[config.mk]
export PLATFORM = sky130hd
export DESIGN_NAME = sdr_cmd_tracker
export DESIGN_NICKNAME = d
export VERILOG_FILES = /design/src/rtl/sdr_trk_pkg.sv /design/src/rtl/sdr_cmd_decode.sv /design/src/rtl/sdr_mode_store.sv /design/src/rtl/sdr_bank_slot.sv /design/src/rtl/sdr_cmd_tracker.sv
export SDC_FILE = /design/constraint.sdc
export NUM_CORES = 1
export LEC_CHECK = 0
export BUFFER_PORTS_ARGS = -buffer_cell sky130_fd_sc_hd__buf_2
export CAP_MARGIN = 10
export CORE_ASPECT_RATIO = 0.6
export CORE_MARGIN = 4
export CORE_UTILIZATION = 58
export CTS_CLUSTER_SIZE = 28
export DETAILED_ROUTE_END_ITERATION = 10
export PLACE_DENSITY = 0.85
export SLEW_MARGIN = 20
export SYNTH_ARGS = -nofsm -noshare
export SYNTH_HDL_FRONTEND = slang
export SYNTH_SLANG_ARGS = --single-unit
[constraint.sdc]
create_clock -name clk -period 10.6 [get_ports clk]
set_clock_uncertainty 0.2 [all_clocks]
set_input_delay 1.59 -clock clk [delete_from_list [all_inputs] [get_ports clk]]
set_output_delay 1.59 -clock clk [all_outputs]
set_load 0.005 [all_outputs]
[src/rtl/sdr_trk_pkg.sv]
package sdr_trk_pkg;

  typedef enum logic [3:0] {
    CMD_NOP   = 4'd0,
    CMD_DESEL = 4'd1,
    CMD_ACT   = 4'd2,
    CMD_RD    = 4'd3,
    CMD_RDA   = 4'd4,
    CMD_WR    = 4'd5,
    CMD_WRA   = 4'd6,
    CMD_PRE   = 4'd7,
    CMD_PALL  = 4'd8,
    CMD_REF   = 4'd9,
    CMD_MRS   = 4'd10
  } cmd_e;

  // column width from the data width of the organization
  function automatic int col_width(input int org);
    if (org == 4) return 10;
    else if (org == 8) return 9;
    else return 8;
  endfunction

  // burst field to beat count; full page and reserved codes give 1
  function automatic logic [3:0] burst_beats(input logic [2:0] code);
    case (code)
      3'b001:  return 4'd2;
      3'b010:  return 4'd4;
      3'b011:  return 4'd8;
      default: return 4'd1;
    endcase
  endfunction

endpackage

[src/rtl/sdr_cmd_decode.sv]
module sdr_cmd_decode
  import sdr_trk_pkg::*;
(
  input  logic cs_n,
  input  logic ras_n,
  input  logic cas_n,
  input  logic we_n,
  input  logic ap_bit,
  output cmd_e cmd
);

  always_comb begin
    if (cs_n) begin
      cmd = CMD_DESEL;
    end else begin
      case ({ras_n, cas_n, we_n})
        3'b011:  cmd = CMD_ACT;
        3'b101:  cmd = ap_bit ? CMD_RDA : CMD_RD;
        3'b100:  cmd = ap_bit ? CMD_WRA : CMD_WR;
        3'b010:  cmd = ap_bit ? CMD_PALL : CMD_PRE;
        3'b001:  cmd = CMD_REF;
        3'b000:  cmd = CMD_MRS;
        default: cmd = CMD_NOP;
      endcase
    end
  end

endmodule

[src/rtl/sdr_mode_store.sv]
module sdr_mode_store #(
  parameter int ADDR_W = 14
)(
  input  logic              clk,
  input  logic              rst_n,
  input  logic              load,
  input  logic [ADDR_W-1:0] din,
  output logic [ADDR_W-1:0] mode_o,
  output logic              valid_o
);

  logic [ADDR_W-1:0] mode_q, mode_d;
  logic              valid_q, valid_d;

  always_comb begin
    mode_d  = mode_q;
    valid_d = valid_q;
    if (load) begin
      mode_d  = din;
      valid_d = 1'b1;
    end
  end

  always_ff @(posedge clk or negedge rst_n) begin
    if (!rst_n) begin
      mode_q  <= '0;
      valid_q <= 1'b0;
    end else if (load) begin
      mode_q  <= mode_d;
      valid_q <= valid_d;
    end
  end

  assign mode_o  = mode_q;
  assign valid_o = valid_q;

  // once programmed, the mode stays valid until reset
  p_valid_sticky_r8: assert property (@(posedge clk) disable iff (!rst_n)
    valid_q |=> valid_q);

endmodule

[src/rtl/sdr_bank_slot.sv]
module sdr_bank_slot #(
  parameter int ROW_W = 12,
  parameter int CNT_W = 4
)(
  input  logic             clk,
  input  logic             rst_n,
  input  logic             act_go,
  input  logic             pre_go,
  input  logic             ap_go,
  input  logic [CNT_W-1:0] ap_len,
  input  logic [ROW_W-1:0] row_in,
  output logic             open_o,
  output logic             pend_o,
  output logic [ROW_W-1:0] row_o
);

  logic             open_q, open_d;
  logic             pend_q, pend_d;
  logic [CNT_W-1:0] cnt_q, cnt_d;
  logic [ROW_W-1:0] row_q;
  logic             st_en;

  assign st_en = pre_go | act_go | ap_go | pend_q;

  always_comb begin
    open_d = open_q;
    pend_d = pend_q;
    cnt_d  = cnt_q;
    if (pre_go) begin
      open_d = 1'b0;
      pend_d = 1'b0;
      cnt_d  = '0;
    end else if (act_go) begin
      open_d = 1'b1;
    end else if (ap_go) begin
      pend_d = 1'b1;
      cnt_d  = ap_len;
    end else if (pend_q) begin
      if (cnt_q == CNT_W'(1)) begin
        open_d = 1'b0;
        pend_d = 1'b0;
        cnt_d  = '0;
      end else begin
        cnt_d = cnt_q - CNT_W'(1);
      end
    end
  end

  always_ff @(posedge clk or negedge rst_n) begin
    if (!rst_n) begin
      open_q <= 1'b0;
      pend_q <= 1'b0;
      cnt_q  <= '0;
    end else if (st_en) begin
      open_q <= open_d;
      pend_q <= pend_d;
      cnt_q  <= cnt_d;
    end
  end

  always_ff @(posedge clk or negedge rst_n) begin
    if (!rst_n) row_q <= '0;
    else if (act_go) row_q <= row_in;
  end

  assign open_o = open_q;
  assign pend_o = pend_q;
  assign row_o  = row_q;

  p_act_row_r4: assert property (@(posedge clk) disable iff (!rst_n)
    act_go |=> (open_q && row_q == $past(row_in)));

  p_pre_close_r7: assert property (@(posedge clk) disable iff (!rst_n)
    pre_go |=> (!open_q && !pend_q));

  p_ap_close_r9: assert property (@(posedge clk) disable iff (!rst_n)
    (pend_q && cnt_q == CNT_W'(1) && !pre_go) |=> !open_q);

  p_pend_open_r11: assert property (@(posedge clk) disable iff (!rst_n)
    pend_q |-> open_q);

endmodule

[src/rtl/sdr_cmd_tracker.sv]
module sdr_cmd_tracker
  import sdr_trk_pkg::*;
#(
  parameter int ORG    = 16,
  parameter int ROW_W  = 12,
  parameter int ADDR_W = 14,
  parameter int NBANK  = 4,
  parameter int CNT_W  = 4,
  localparam int COL_W = col_width(ORG),
  localparam int BSEL_W = $clog2(NBANK)
)(
  input  logic                   clk,
  input  logic                   rst_n,
  input  logic                   cs_n,
  input  logic                   ras_n,
  input  logic                   cas_n,
  input  logic                   we_n,
  input  logic [ADDR_W-1:0]      addr,
  output logic [3:0]             cmd_o,
  output logic [BSEL_W-1:0]      bank_o,
  output logic [ROW_W-1:0]       row_o,
  output logic [COL_W-1:0]       col_o,
  output logic                   viol_o,
  output logic [ADDR_W-1:0]      mode_o,
  output logic                   mode_valid_o,
  output logic [NBANK-1:0]       bank_open_o,
  output logic [NBANK*ROW_W-1:0] open_row_o
);

  localparam int AP_BIT  = 10;
  localparam int SW_BIT  = 9;
  localparam logic [2:0] FULL_PAGE = 3'b111;

  // reset: asynchronous assert, synchronous release
  logic [1:0] rst_sync;
  logic       rst_i;
  always_ff @(posedge clk or negedge rst_n) begin
    if (!rst_n) rst_sync <= 2'b00;
    else        rst_sync <= {rst_sync[0], 1'b1};
  end
  assign rst_i = rst_sync[1];

  // decode
  cmd_e              cmd;
  logic [BSEL_W-1:0] sel;
  assign sel = addr[ADDR_W-1 -: BSEL_W];

  sdr_cmd_decode u_dec (
    .cs_n   (cs_n),
    .ras_n  (ras_n),
    .cas_n  (cas_n),
    .we_n   (we_n),
    .ap_bit (addr[AP_BIT]),
    .cmd    (cmd)
  );

  // state views
  logic [NBANK-1:0] bank_open, bank_pend;
  logic [ADDR_W-1:0] mode_q;
  logic              mode_valid;

  // legality
  logic is_rw, is_ap, full_page, single_wr, ap_allowed;
  logic viol_d, act_ok, pre_ok, pall_ok, ap_ok, mrs_ok;
  logic [CNT_W-1:0] ap_len;

  always_comb begin
    is_rw      = (cmd == CMD_RD) || (cmd == CMD_RDA) ||
                 (cmd == CMD_WR) || (cmd == CMD_WRA);
    is_ap      = (cmd == CMD_RDA) || (cmd == CMD_WRA);
    full_page  = (mode_q[2:0] == FULL_PAGE);
    single_wr  = mode_q[SW_BIT];
    ap_allowed = (cmd == CMD_WRA) ? (single_wr || !full_page) : !full_page;

    viol_d = 1'b0;
    if (is_rw && !mode_valid)                  viol_d = 1'b1;
    if (is_rw && !bank_open[sel])              viol_d = 1'b1;
    if (is_rw && bank_pend[sel])               viol_d = 1'b1;
    if (is_ap && mode_valid && !ap_allowed)    viol_d = 1'b1;
    if ((cmd == CMD_ACT) && bank_open[sel])    viol_d = 1'b1;
    if (((cmd == CMD_REF) || (cmd == CMD_MRS)) && (|bank_open)) viol_d = 1'b1;

    act_ok  = (cmd == CMD_ACT) && !viol_d;
    pre_ok  = (cmd == CMD_PRE);
    pall_ok = (cmd == CMD_PALL);
    ap_ok   = is_ap && !viol_d;
    mrs_ok  = (cmd == CMD_MRS) && !viol_d;

    if ((cmd == CMD_WRA) && single_wr) ap_len = CNT_W'(1);
    else                               ap_len = CNT_W'(burst_beats(mode_q[2:0]));
  end

  sdr_mode_store #(.ADDR_W(ADDR_W)) u_mode (
    .clk     (clk),
    .rst_n   (rst_i),
    .load    (mrs_ok),
    .din     (addr),
    .mode_o  (mode_q),
    .valid_o (mode_valid)
  );

  // one slot per bank
  for (genvar b = 0; b < NBANK; b++) begin : g_bank
    logic hit;
    logic [ROW_W-1:0] row_b;
    assign hit = (sel == BSEL_W'(b));

    sdr_bank_slot #(.ROW_W(ROW_W), .CNT_W(CNT_W)) u_slot (
      .clk    (clk),
      .rst_n  (rst_i),
      .act_go (act_ok && hit),
      .pre_go ((pre_ok && hit) || pall_ok),
      .ap_go  (ap_ok && hit),
      .ap_len (ap_len),
      .row_in (addr[ROW_W-1:0]),
      .open_o (bank_open[b]),
      .pend_o (bank_pend[b]),
      .row_o  (row_b)
    );
    assign open_row_o[b*ROW_W +: ROW_W] = row_b;
  end

  // per-command output register
  logic [3:0]        cmd_q;
  logic [BSEL_W-1:0] bank_q;
  logic [ROW_W-1:0]  row_q;
  logic [COL_W-1:0]  col_q;
  logic              viol_q;

  always_ff @(posedge clk or negedge rst_i) begin
    if (!rst_i) begin
      cmd_q  <= CMD_NOP;
      bank_q <= '0;
      row_q  <= '0;
      col_q  <= '0;
      viol_q <= 1'b0;
    end else begin
      cmd_q  <= cmd;
      bank_q <= sel;
      row_q  <= addr[ROW_W-1:0];
      col_q  <= addr[COL_W-1:0];
      viol_q <= viol_d;
    end
  end

  assign cmd_o        = cmd_q;
  assign bank_o       = bank_q;
  assign row_o        = row_q;
  assign col_o        = col_q;
  assign viol_o       = viol_q;
  assign mode_o       = mode_q;
  assign mode_valid_o = mode_valid;
  assign bank_open_o  = bank_open;

  p_rw_idle_r5: assert property (@(posedge clk) disable iff (!rst_i)
    (is_rw && !bank_open[sel]) |=> viol_o);

  p_rw_unset_r6: assert property (@(posedge clk) disable iff (!rst_i)
    (is_rw && !mode_valid) |=> (viol_o && !(|bank_pend)));

  p_act_busy_r4: assert property (@(posedge clk) disable iff (!rst_i)
    (cmd == CMD_ACT && bank_open[sel]) |=> (viol_o && $stable(open_row_o)));

  p_pall_r7: assert property (@(posedge clk) disable iff (!rst_i)
    (cmd == CMD_PALL) |=> (bank_open_o == '0));

  p_mrs_busy_r8: assert property (@(posedge clk) disable iff (!rst_i)
    (cmd == CMD_MRS && (|bank_open)) |=> (viol_o && $stable(mode_o)));

  p_full_rda_r10: assert property (@(posedge clk) disable iff (!rst_i)
    (cmd == CMD_RDA && mode_valid && mode_q[2:0] == FULL_PAGE) |=> viol_o);

endmodule

Yosys cells after proc, flatten, opt, wreduce, memory -nomap -nowiden --
Cells that the tools add are included.
Cells by class: bitwise gates (word level) 12, reductions and logical operators 65, order comparisons 1, add/subtract/negate cells 4, muxes and demuxes 78, eq/ne operators 33
Operators with widths (number):
- 4-bit 2-to-1 mux | 23
- 1-bit 2-to-1 mux | 49
- 3-bit nonzero test | 12
- 4-bit one-hot mux with 6 select lines | 1
- 1-bit logical AND | 23
- 4-bit by 1-bit == test with 1-bit output, second input constant | 4
- 4-bit by 3-bit == test with 1-bit output, second input constant | 4
- 4-bit AND reduction | 4
- 4-bit by 1-bit subtractor with 4-bit output, second input constant | 4
- 3-bit by 2-bit == test with 1-bit output, second input constant | 4
- 4-bit == test, second input constant | 3
- 3-bit by 1-bit != test with 1-bit output, second input constant | 4
- 1-bit bitwise OR | 12
- 4-bit one-hot mux with 3 select lines | 1
- 3-bit AND reduction | 4
- 1-bit logical OR | 10
- 3-bit == test, second input constant | 3
- 4-bit by 2-bit == test with 1-bit output, second input constant | 2
- 2-bit != test, second input constant | 4
- 2-bit AND reduction | 4
- 3-bit by 1-bit == test with 1-bit output, second input constant | 2
- 1-bit zero test | 5
- 1-bit binary-select mux with 2-bit select | 2
- 2-bit == test, second input constant | 2
- other kinds (7) | 7
Storage, ports and cells: register bits after elaboration 116, output and inout bits 94, word-level logic and storage cells 217

Depth between registers and ports, before layout --
Gate-level depths: netlist of run 1.
word-level depth 21, depth in mapped cells 7, gate-level depth less buffers 7

Modules after synthesis --
From an unflattened synthesis of run 1, not the netlist that was laid out.
Second synthesis, totals: cells, all modules 403, area, all modules 4908.5 um2
Modules (own cells, without submodules):
- sdr_bank_slot | sequential area each 450.4 um2, times used 4, area each 815.8 um2, cells each 69
- sdr_cmd_tracker | sequential area each 525.5 um2, times used 1, area each 939.7 um2, cells each 80
- sdr_mode_store | sequential area each 375.4 um2, times used 1, area each 604.3 um2, cells each 32
- sdr_cmd_decode | sequential area each 0.0 um2, times used 1, area each 101.3 um2, cells each 15

Worst setup path after synthesis of run 1 --
OpenSTA, ideal clock, no wires.
path type input to register, start point in addr[13], end point reg g_bank[3].u_slot.cnt_q[3], stages 6, setup slack 7.101 ns, path buffers 1, required time 10.274 ns, setup time 0.126 ns, arrival 3.173 ns, cells stage by stage buf_2 -> mux2_2 -> a2bb2oi_2 -> a2111oi_1 -> o31ai_2 -> a221o_1
On the way: longest elaborated chain between the ends 16
RTL lines:
- from (decl) | line sdr_cmd_tracker.sv:18 | input logic [ADDR_W-1:0] addr,
- 1-bit binary-select mux with 2-bit select | line sdr_cmd_tracker.sv:77, sdr_cmd_tracker.sv:80
- 1-bit 2-to-1 mux (not written as such) | line sdr_cmd_tracker.sv:77, sdr_cmd_tracker.sv:80
- 1-bit zero test | line sdr_cmd_tracker.sv:77 | if (is_rw && !bank_open[sel]) viol_d = 1'b1;
- 1-bit logical AND | line sdr_cmd_tracker.sv:77
- 1-bit 2-to-1 mux | line sdr_cmd_tracker.sv:77
- 1-bit 2-to-1 mux | line sdr_cmd_tracker.sv:78 | if (is_rw && bank_pend[sel]) viol_d = 1'b1;
- 1-bit 2-to-1 mux | line sdr_cmd_tracker.sv:79 | if (is_ap && mode_valid && !ap_allowed) viol_d = 1'b1;
- 1-bit 2-to-1 mux | line sdr_cmd_tracker.sv:80 | if ((cmd == CMD_ACT) && bank_open[sel]) viol_d = 1'b1;
- 1-bit 2-to-1 mux | line sdr_cmd_tracker.sv:81 | if (((cmd == CMD_REF) || (cmd == CMD_MRS)) && (|bank_open)) viol_d = 1'b1;
- 1-bit zero test | line sdr_cmd_tracker.sv:83, sdr_cmd_tracker.sv:86
- 1-bit logical AND | line sdr_cmd_tracker.sv:83 | act_ok = (cmd == CMD_ACT) && !viol_d;
- 1-bit logical AND | line sdr_cmd_tracker.sv:111 | .act_go (act_ok && hit),
- 1-bit bitwise OR (3 in a row) | line sdr_bank_slot.sv:23 | assign st_en = pre_go | act_go | ap_go | pend_q;
- 3-bit AND reduction (no source line)
- to (signal assigned) | line sdr_bank_slot.sv:57 | cnt_q <= cnt_d;
- to (decl) | line sdr_bank_slot.sv:19 | logic [CNT_W-1:0] cnt_q, cnt_d;
Parallel ways exist; a longest one is shown, timed or not. The select of a mux whose other input is x is not followed. A chain may end at the register's enable or synchronous reset.

Worst setup path in the final report of run 1 --
start point in we_n, end point reg g_bank[0].u_slot.cnt_q[3]
On the way: longest elaborated chain between the ends 21
RTL lines:
- from (decl) | line sdr_cmd_tracker.sv:17 | input logic we_n,
- 3-bit by 1-bit == test with 1-bit output, or another cell as far along | line sdr_cmd_decode.sv:16 | case ({ras_n, cas_n, we_n})
- 4-bit one-hot mux with 6 select lines * | line sdr_cmd_decode.sv:16
- 4-bit 2-to-1 mux * | line sdr_cmd_decode.sv:13 | if (cs_n) begin
- 4-bit by 2-bit == test with 1-bit output / 4-bit by 3-bit == test with 1-bit output (equally long branches) | line sdr_cmd_tracker.sv:68, sdr_cmd_tracker.sv:70
- 1-bit logical OR (2 in a row) | line sdr_cmd_tracker.sv:68 | is_rw = (cmd == CMD_RD) || (cmd == CMD_RDA) ||
- 1-bit logical OR | line sdr_cmd_tracker.sv:69 | (cmd == CMD_WR) || (cmd == CMD_WRA);
- 1-bit logical AND | line sdr_cmd_tracker.sv:76 | if (is_rw && !mode_valid) viol_d = 1'b1;
- 1-bit 2-to-1 mux | line sdr_cmd_tracker.sv:76
- [... 2 more ...]
- 1-bit 2-to-1 mux | line sdr_cmd_tracker.sv:79
- 1-bit 2-to-1 mux | line sdr_cmd_tracker.sv:80
- 1-bit 2-to-1 mux | line sdr_cmd_tracker.sv:81
- 1-bit zero test | line sdr_cmd_tracker.sv:83, sdr_cmd_tracker.sv:86
- 1-bit logical AND | line sdr_cmd_tracker.sv:83
- 1-bit logical AND | line sdr_cmd_tracker.sv:111
- 1-bit bitwise OR (3 in a row) | line sdr_bank_slot.sv:23
- 3-bit AND reduction (no source line)
- to (signal assigned) | line sdr_bank_slot.sv:57
- to (decl) | line sdr_bank_slot.sv:19
Every way passes the cells marked *; elsewhere a longest branch is shown, timed or not. The select of a mux whose other input is x is not followed.

==> results of run 1 <==
power groups by stage:
stage	Sequential [W]	Clock, W	Combinational (W)
floorplan	0.000572	0	0.000209
global placement	0.000576	0	0.000320
detailed placement	0.000580	0	0.000338
CTS	0.000575	0.000391	0.000340
global route	0.000590	0.000412	0.000377
finish	0.000578	0.000384	0.000340
sequential cells by signal, summed over array words and instances, names as in the netlist, 4 cells and up:
register	count
g_bank.u_slot.row_o	48
g_bank.u_slot.cnt_q	16
u_mode.mode_o	14
col_o	7
row_o	5
cmd_o	4
g_bank.u_slot.open_o	4
g_bank.u_slot.pend_o	4
logic make-up after synthesis:
group / Yosys count / synth area share, %
and+or+nand+nor: 140 / 14.4
buffers and inverters: 53 / 5.24
other: 1 / 0.0755
AOI/OAI and AO/OA: 71 / 11.9
muxes: 53 / 11.9
adders and majority gates: 8 / 2.02
DFF: 108 / 54.4
routing by layer:
metal  global-route usage [%]  up-vias  part of all wire [%]
met2                     38.8      163                    44
met3                     9.16       19                   9.1
li1                         -     1706                     -
met4                     6.00        0                   1.2
met5                        0        -                     0
met1                     36.8     1856                    45
final cells by class:
| cell class | count | area (µm²) |
|---|---|---|
| sequential | 108 | 2710 |
| fill | 577 | 2250 |
| multi-input combinational | 273 | 2010 |
| timing repair buffer | 114 | 573 |
| clock buffer | 9 | 225 |
| tap | 108 | 135 |
| clock inverter | 7 | 120 |
| inverter | 21 | 78.8 |
per-stage QoR:
stage	hold WS, ns	std cells	power, W	utilization (%)
after floorplan	0.131	434	0.000781	-
after global placement	0.138	624	0.000896	67.9
after detailed placement	0.141	624	0.000918	67.9
after CTS	0.168	640	0.00131	72.2
after global routing	0.178	640	0.00138	72.2
final	0.151	640	0.00130	72.2
cells in the final DEF, fill, tap and decap left out, types with 6 or more instances in the layout:
cell / Yosys / routed
nor3_1: 9 / 8
clkbuf_16: 0 / 9
nand2_1: 54 / 54
a21oi_1: 13 / 13
ha_1: 8 / 8
mux2_2: 45 / 45
nor2_1: 19 / 19
buf_2: 10 / 113
nand2b_1: 10 / 10
inv_1: 21 / 21
nand3_1: 15 / 15
o21ai_0: 12 / 12
dfrtp_1: 108 / 107
o22ai_1: 6 / 6
a221o_1: 12 / 12
final timing paths:
kind	from	to	depth (start not counted)
max in group asynchronous	rst_sync[1]	g_bank[3].u_slot.open_o	1
setup / recovery	we_n	g_bank[0].u_slot.cnt_q[3]	6
hold / removal	rst_sync[1]	g_bank[3].u_slot.row_o[11]	0
min in group clk	rst_sync[0]	rst_sync[1]	0
setup reg to reg	g_bank[1].u_slot.open_o	u_mode.mode_o[2]	3
hold reg to reg	rst_sync[1]	g_bank[3].u_slot.row_o[11]	0
worst reg2reg max path, stage by stage, from the launching register on:
cell and delay, ns:
dfrtp_1 0.47, nor4_1 0.47, nand3_1 0.80, mux2_2 0.56
==> impl_metrics.csv, run 1 <==
group,metric,value,unit
run,cap_violations,0,
routing,dr.pass1.iters,5,
placed_design,gp_congestion,0.916,
clocking,htreeDepth,3,
clocking,cts_setup_buffers,0,
yosys,syn_nets,462,
placed_design,dp_hpwl,8770,µm
yosys,synth_common_cells,"dfrtp_1 (108), nand2_1 (54), mux2_2 (45)",
floorplan,rows,25,
finish,n_antenna_cell,0,
pwr,leakagePower,2.90,nW
grt,grt_pass1_vias,3843,
routing,drt.antenna.violating_nets,0,
floorplan,die-width,127,µm
pwr,p_comb_share,26.1,%
clocking,clk_pin_slew_worst_paths,0.07,ns
yosys,avgSynthCellArea,11.4,µm²
pwr,p_per_area,223,mW/mm²
floorplan,core,0.00810,mm²
outcome,status,"finished clean",
setup_path,crit_family,"compound AO/OA/AOI/OAI gates",
routing,totalWireLength,12300,µm
clocking,cts_tree,"built",
yosys,netlist_instances,434,
routing,wire_per_inst,19.2,µm
floorplan,die_area,0.0102,mm²
clocking,clock_sink_count,108,
setup_path,worst-path-buf-inv,1,
setup_path,cp-end-kind,"flop",
floorplan,initial_core_util,61.3,%
setup_path,cp_cell_sequence,"buf_2 > nor4b_2 > o21ai_0 > a21oi_1 > nor2_1 > a221o_1",
timing,slew_viol_final,0,
setup_path,required,10.63,ns
timing,fmax,0.265,GHz
finish,finalNetCount,555,
clocking,cts_root_buffer,"clkbuf_16",
setup_path,critical_path.max_stage_delay,0.91,ns
routing,drc,0,
clocking,cts_buffer_depth,2,
routing,drt_iter0_drc,350,
clocking,clk_latency,0.35,ns
pwr,clkPwrFrac,29.5,%
yosys,yosysMostFrequentCell,"dfrtp_1",
clocking,cts_made_buffers,9,
timing,finalCriticalPeriod,3.78,ns
timing,slew_headroom,22.8,%
yosys,yosysTopAreaCell,"dfrtp_1",
timing,fin_crit_sh,35.6,%
finish,final_cell_area,0.00585,mm²
yosys,synth_area,0.00497,mm²
pwr,switchingPower,0.000403,W
timing,worst_pin_slew,1.15,ns
clocking,post_cts_resized,0,
finish,areaGrowthSynthToFinish,17.7,%
placed_design,place_ws,6.58,ns
yosys,yosys-top-cells-area,"dfrtp_1 (54%), mux2_2 (10%), nand2_1 (4.1%), a221o_1 (2.4%), ha_1 (2.0%)",
yosys,yosysSeqAreaShare,54.4,%
timing,finalHoldViolCount,0,
grt,gr-total-overflow,0,
setup_path,startpoint_type,"input pin",
routing,vias,3744,
pwr,pwr-share-seq,44.4,%
pwr,p_int,0.000898,W
timing,final.setup.worst_slack,6.82,ns
yosys,ys_types,54,
yosys,ys_async_sr_fraction,100,%
placed_design,placed_area,0.00550,mm²
setup_path,path_class,"input pin to flop",
floorplan,die_h,79.7,µm
setup_path,reg2reg_slack,7.99,ns
yosys,netlist.area_leader.share,54.4,%
yosys,synth_edf_count,0,
timing,setup_tns,0,ns
setup_path,crit_fanout,13,
min_path,hp-class,"flop to asynchronous set/reset pin",
grt,antenna_found_initial,0,
yosys,synth_seq_cells,108,
timing,rsz0062_at_grt,"false",
grt,grt_start_max_net_pins,59,
finish,layout-drive-gt1-share,35.9,%
pwr,swShare,31.0,%
floorplan,io-pin-count,114,
pwr,ir_worst_vdd,0.000159,V
setup_path,arrival,3.81,ns
yosys,ys_warn_count,0,
timing,setup_viol,0,
yosys,synth_flop_cell,"dfrtp_1",
grt,grt_pass1_wl,20300,µm
grt,grt_usage,26.0,%
setup_path,slowest_stage,"nor4b_2",
routing,viasPerCell,5.85,
placed_design,port-buffer-count,113,
clocking,holdBufCountCts,0,
(Power assumes the default switching activity.)
==> run 2, diff against run 1 <==
--- a/config.mk
+++ b/config.mk
@@ -9,10 +9,10 @@
 export CAP_MARGIN = 10
 export CORE_ASPECT_RATIO = 0.6
 export CORE_MARGIN = 4
-export CORE_UTILIZATION = 58
+export CORE_UTILIZATION = 54
 export CTS_CLUSTER_SIZE = 28
 export DETAILED_ROUTE_END_ITERATION = 10
-export PLACE_DENSITY = 0.85
+export PLACE_DENSITY = 0.8
 export SLEW_MARGIN = 20
 export SYNTH_ARGS = -nofsm -noshare
 export SYNTH_HDL_FRONTEND = slang
==> constraint.sdc (replaced) <==
create_clock -name clk -period 3.7 [get_ports clk]
set_clock_uncertainty 0.2 [all_clocks]
set_input_delay 0.555 -clock clk [delete_from_list [all_inputs] [get_ports clk]]
set_output_delay 0.555 -clock clk [all_outputs]
set_load 0.005 [all_outputs]
==> impl_metrics.csv, run 2 (synthesis results as in run 1) <==
group,metric,value,unit
outcome,status,"finished clean",
floorplan,core,0.00872,mm²
finish,n_antenna_cell,0,
finish,layout-drive-gt1-share,36.4,%
clocking,clk_latency,0.35,ns
timing,worst_pin_slew,0.822,ns
finish,largest_reg_flops,48,
routing,drt_iter0_drc,312,
finish,finalNetCount,562,
grt,grt_pass1_wl,20900,µm
routing,totalWireLength,12700,µm
setup_path,critical_path.max_stage_delay,0.71,ns
pwr,leakagePower,2.92,nW
placed_design,gp_congestion,0.947,
finish,final_cell_area,0.00587,mm²
clocking,cts_tree,"built",
grt,grt_start_max_net_pins,85,
grt,antenna_found_initial,0,
grt,gr-total-overflow,0,
timing,hold_ws,0.0718,ns
floorplan,io-pin-count,114,
routing,vias,3879,
routing,drc,0,
placed_design,port-buffer-count,113,
clocking,clk_pin_slew_worst_paths,0.07,ns
floorplan,die_h,82.3,µm
setup_path,path_class,"input pin to flop",
finish,final_util,67.3,%
clocking,post_cts_resized,0,
setup_path,slowest_stage,"a2111oi_1",
finish,layout_commonest_cell,"buf_2",
timing,finalHoldViolCount,0,
routing,wire_per_inst,19.5,µm
setup_path,required,3.73,ns
clocking,cts_root_buffer,"clkbuf_16",
run,cap_violations,0,
clocking,cts_buffer_depth,2,
timing,slew_viol_final,0,
min_path,hp-class,"flop to asynchronous set/reset pin",
routing,dr.pass1.iters,5,
timing,rsz0062_at_grt,"false",
setup_path,startpoint_type,"input pin",
placed_design,dp_hpwl,9200,µm
timing,fmax,0.383,GHz
finish,areaGrowthSynthToFinish,18.2,%
placed_design,placed_area,0.00554,mm²
clocking,cts_made_buffers,9,
setup_path,arrival,2.64,ns
floorplan,initial_core_util,57.0,%
clocking,htreeDepth,3,
setup_path,crit_fanout,20,
pwr,ir_worst_vdd,0.000297,V
setup_path,cp-end-kind,"flop",
clocking,clock_sink_count,108,
timing,slew_headroom,45.0,%
grt,grt_pass1_vias,3892,
grt,grt_usage,24.8,%
setup_path,cp_cell_sequence,"buf_2 > nor3b_2 > o41ai_4 > a2111oi_1 > o31ai_2 > a221o_1",
timing,setup_viol,0,
timing,setup_tns,0,ns
floorplan,die-width,132,µm
finish,layout_common_cells,"buf_2 (113), dfrtp_1 (107), nand2_1 (54)",
pwr,p_per_area,608,mW/mm²
timing,fin_crit_sh,70.5,%
floorplan,die_area,0.0108,mm²
routing,drt.antenna.violating_nets,0,
floorplan,rows,26,
timing,finalCriticalPeriod,2.61,ns
routing,viasPerCell,5.96,
run 2: cell types whose count changed in the layout (fill, tap and decap cells not counted), sizes merged:
cell	delta
dlygate4sd3	+1
buf	+6
inv	+1
clkbuf	+3
clkinvlp	-1
bufinv	-3
run 2: worst paths after layout:
path / slack [ns] / end / depth (start not counted) / startpoint
worst max-delay path: 1.09 / g_bank[3].u_slot.cnt_q[3] / 6 / addr[10]
worst min register to register: 0.07 / u_mode.mode_o[8] / 0 / rst_sync[1]
worst max register to register: 1.19 / g_bank[3].u_slot.cnt_q[3] / 5 / u_mode.mode_o[9]
min in group clk: 0.16 / rst_sync[1] / 0 / rst_sync[0]
worst min-delay path: 0.07 / u_mode.mode_o[8] / 0 / rst_sync[1]
max in group asynchronous: 2.56 / g_bank[3].u_slot.row_o[0] / 1 / rst_sync[1]
run 2: cell type report:
type | count | area (µm²)
Timing Repair Buffer | 121 | 648
Inverter | 21 | 78.8
Fill cell | 651 | 2850
Multi-Input combinational cell | 273 | 2010
Clock inverter | 4 | 31.3
Sequential cell | 108 | 2710
Clock buffer | 12 | 256
Tap cell | 112 | 140
run 2: timing repair:
item,4_1_cts,5_1_grt
hold buffers,1,0
hold endpoints to repair,2,0
buffers inserted,0,0
run 2: routing by layer:
layer | up-vias | routed length, µm | GRT usage [%]
met5 | - | 0 | 0
met4 | 0 | 190 | 5.35
met3 | 20 | 1190 | 7.57
met2 | 209 | 5480 | 38.1
met1 | 1935 | 5860 | 35.2
li1 | 1715 | - | -
run 2: per-stage QoR:
| stage | std cells | worst slack [ns] | total power, W |
|---|---|---|---|
| 2_1_floorplan | 434 | 0.269 | 0.00224 |
| 6_report | 651 | 1.09 | 0.00357 |
| 3_5_place_dp | 633 | 0.802 | 0.00263 |
| 4_1_cts | 650 | 1.19 | 0.00357 |
| 3_3_place_gp | 633 | 0.849 | 0.00258 |
| 5_1_grt | 651 | 1.01 | 0.00378 |
run 2: critical path: cells and delay by family:
| family | cells | cell delay (ns) |
|---|---|---|
| buffers and inverters | 1 | 0.31 |
| AOI/OAI and AO/OA | 4 | 1.41 |
| and+or+nand+nor | 1 | 0.35 |
run 2: power by group:
part / total (W) / switching, W / internal (W)
logic: 0.000976 / 0.000499 / 0.000478
registers: 0.00166 / 0.000222 / 0.00143
clock network: 0.000937 / 0.000436 / 0.000500
total: 0.00357 / 0.00116 / 0.00241
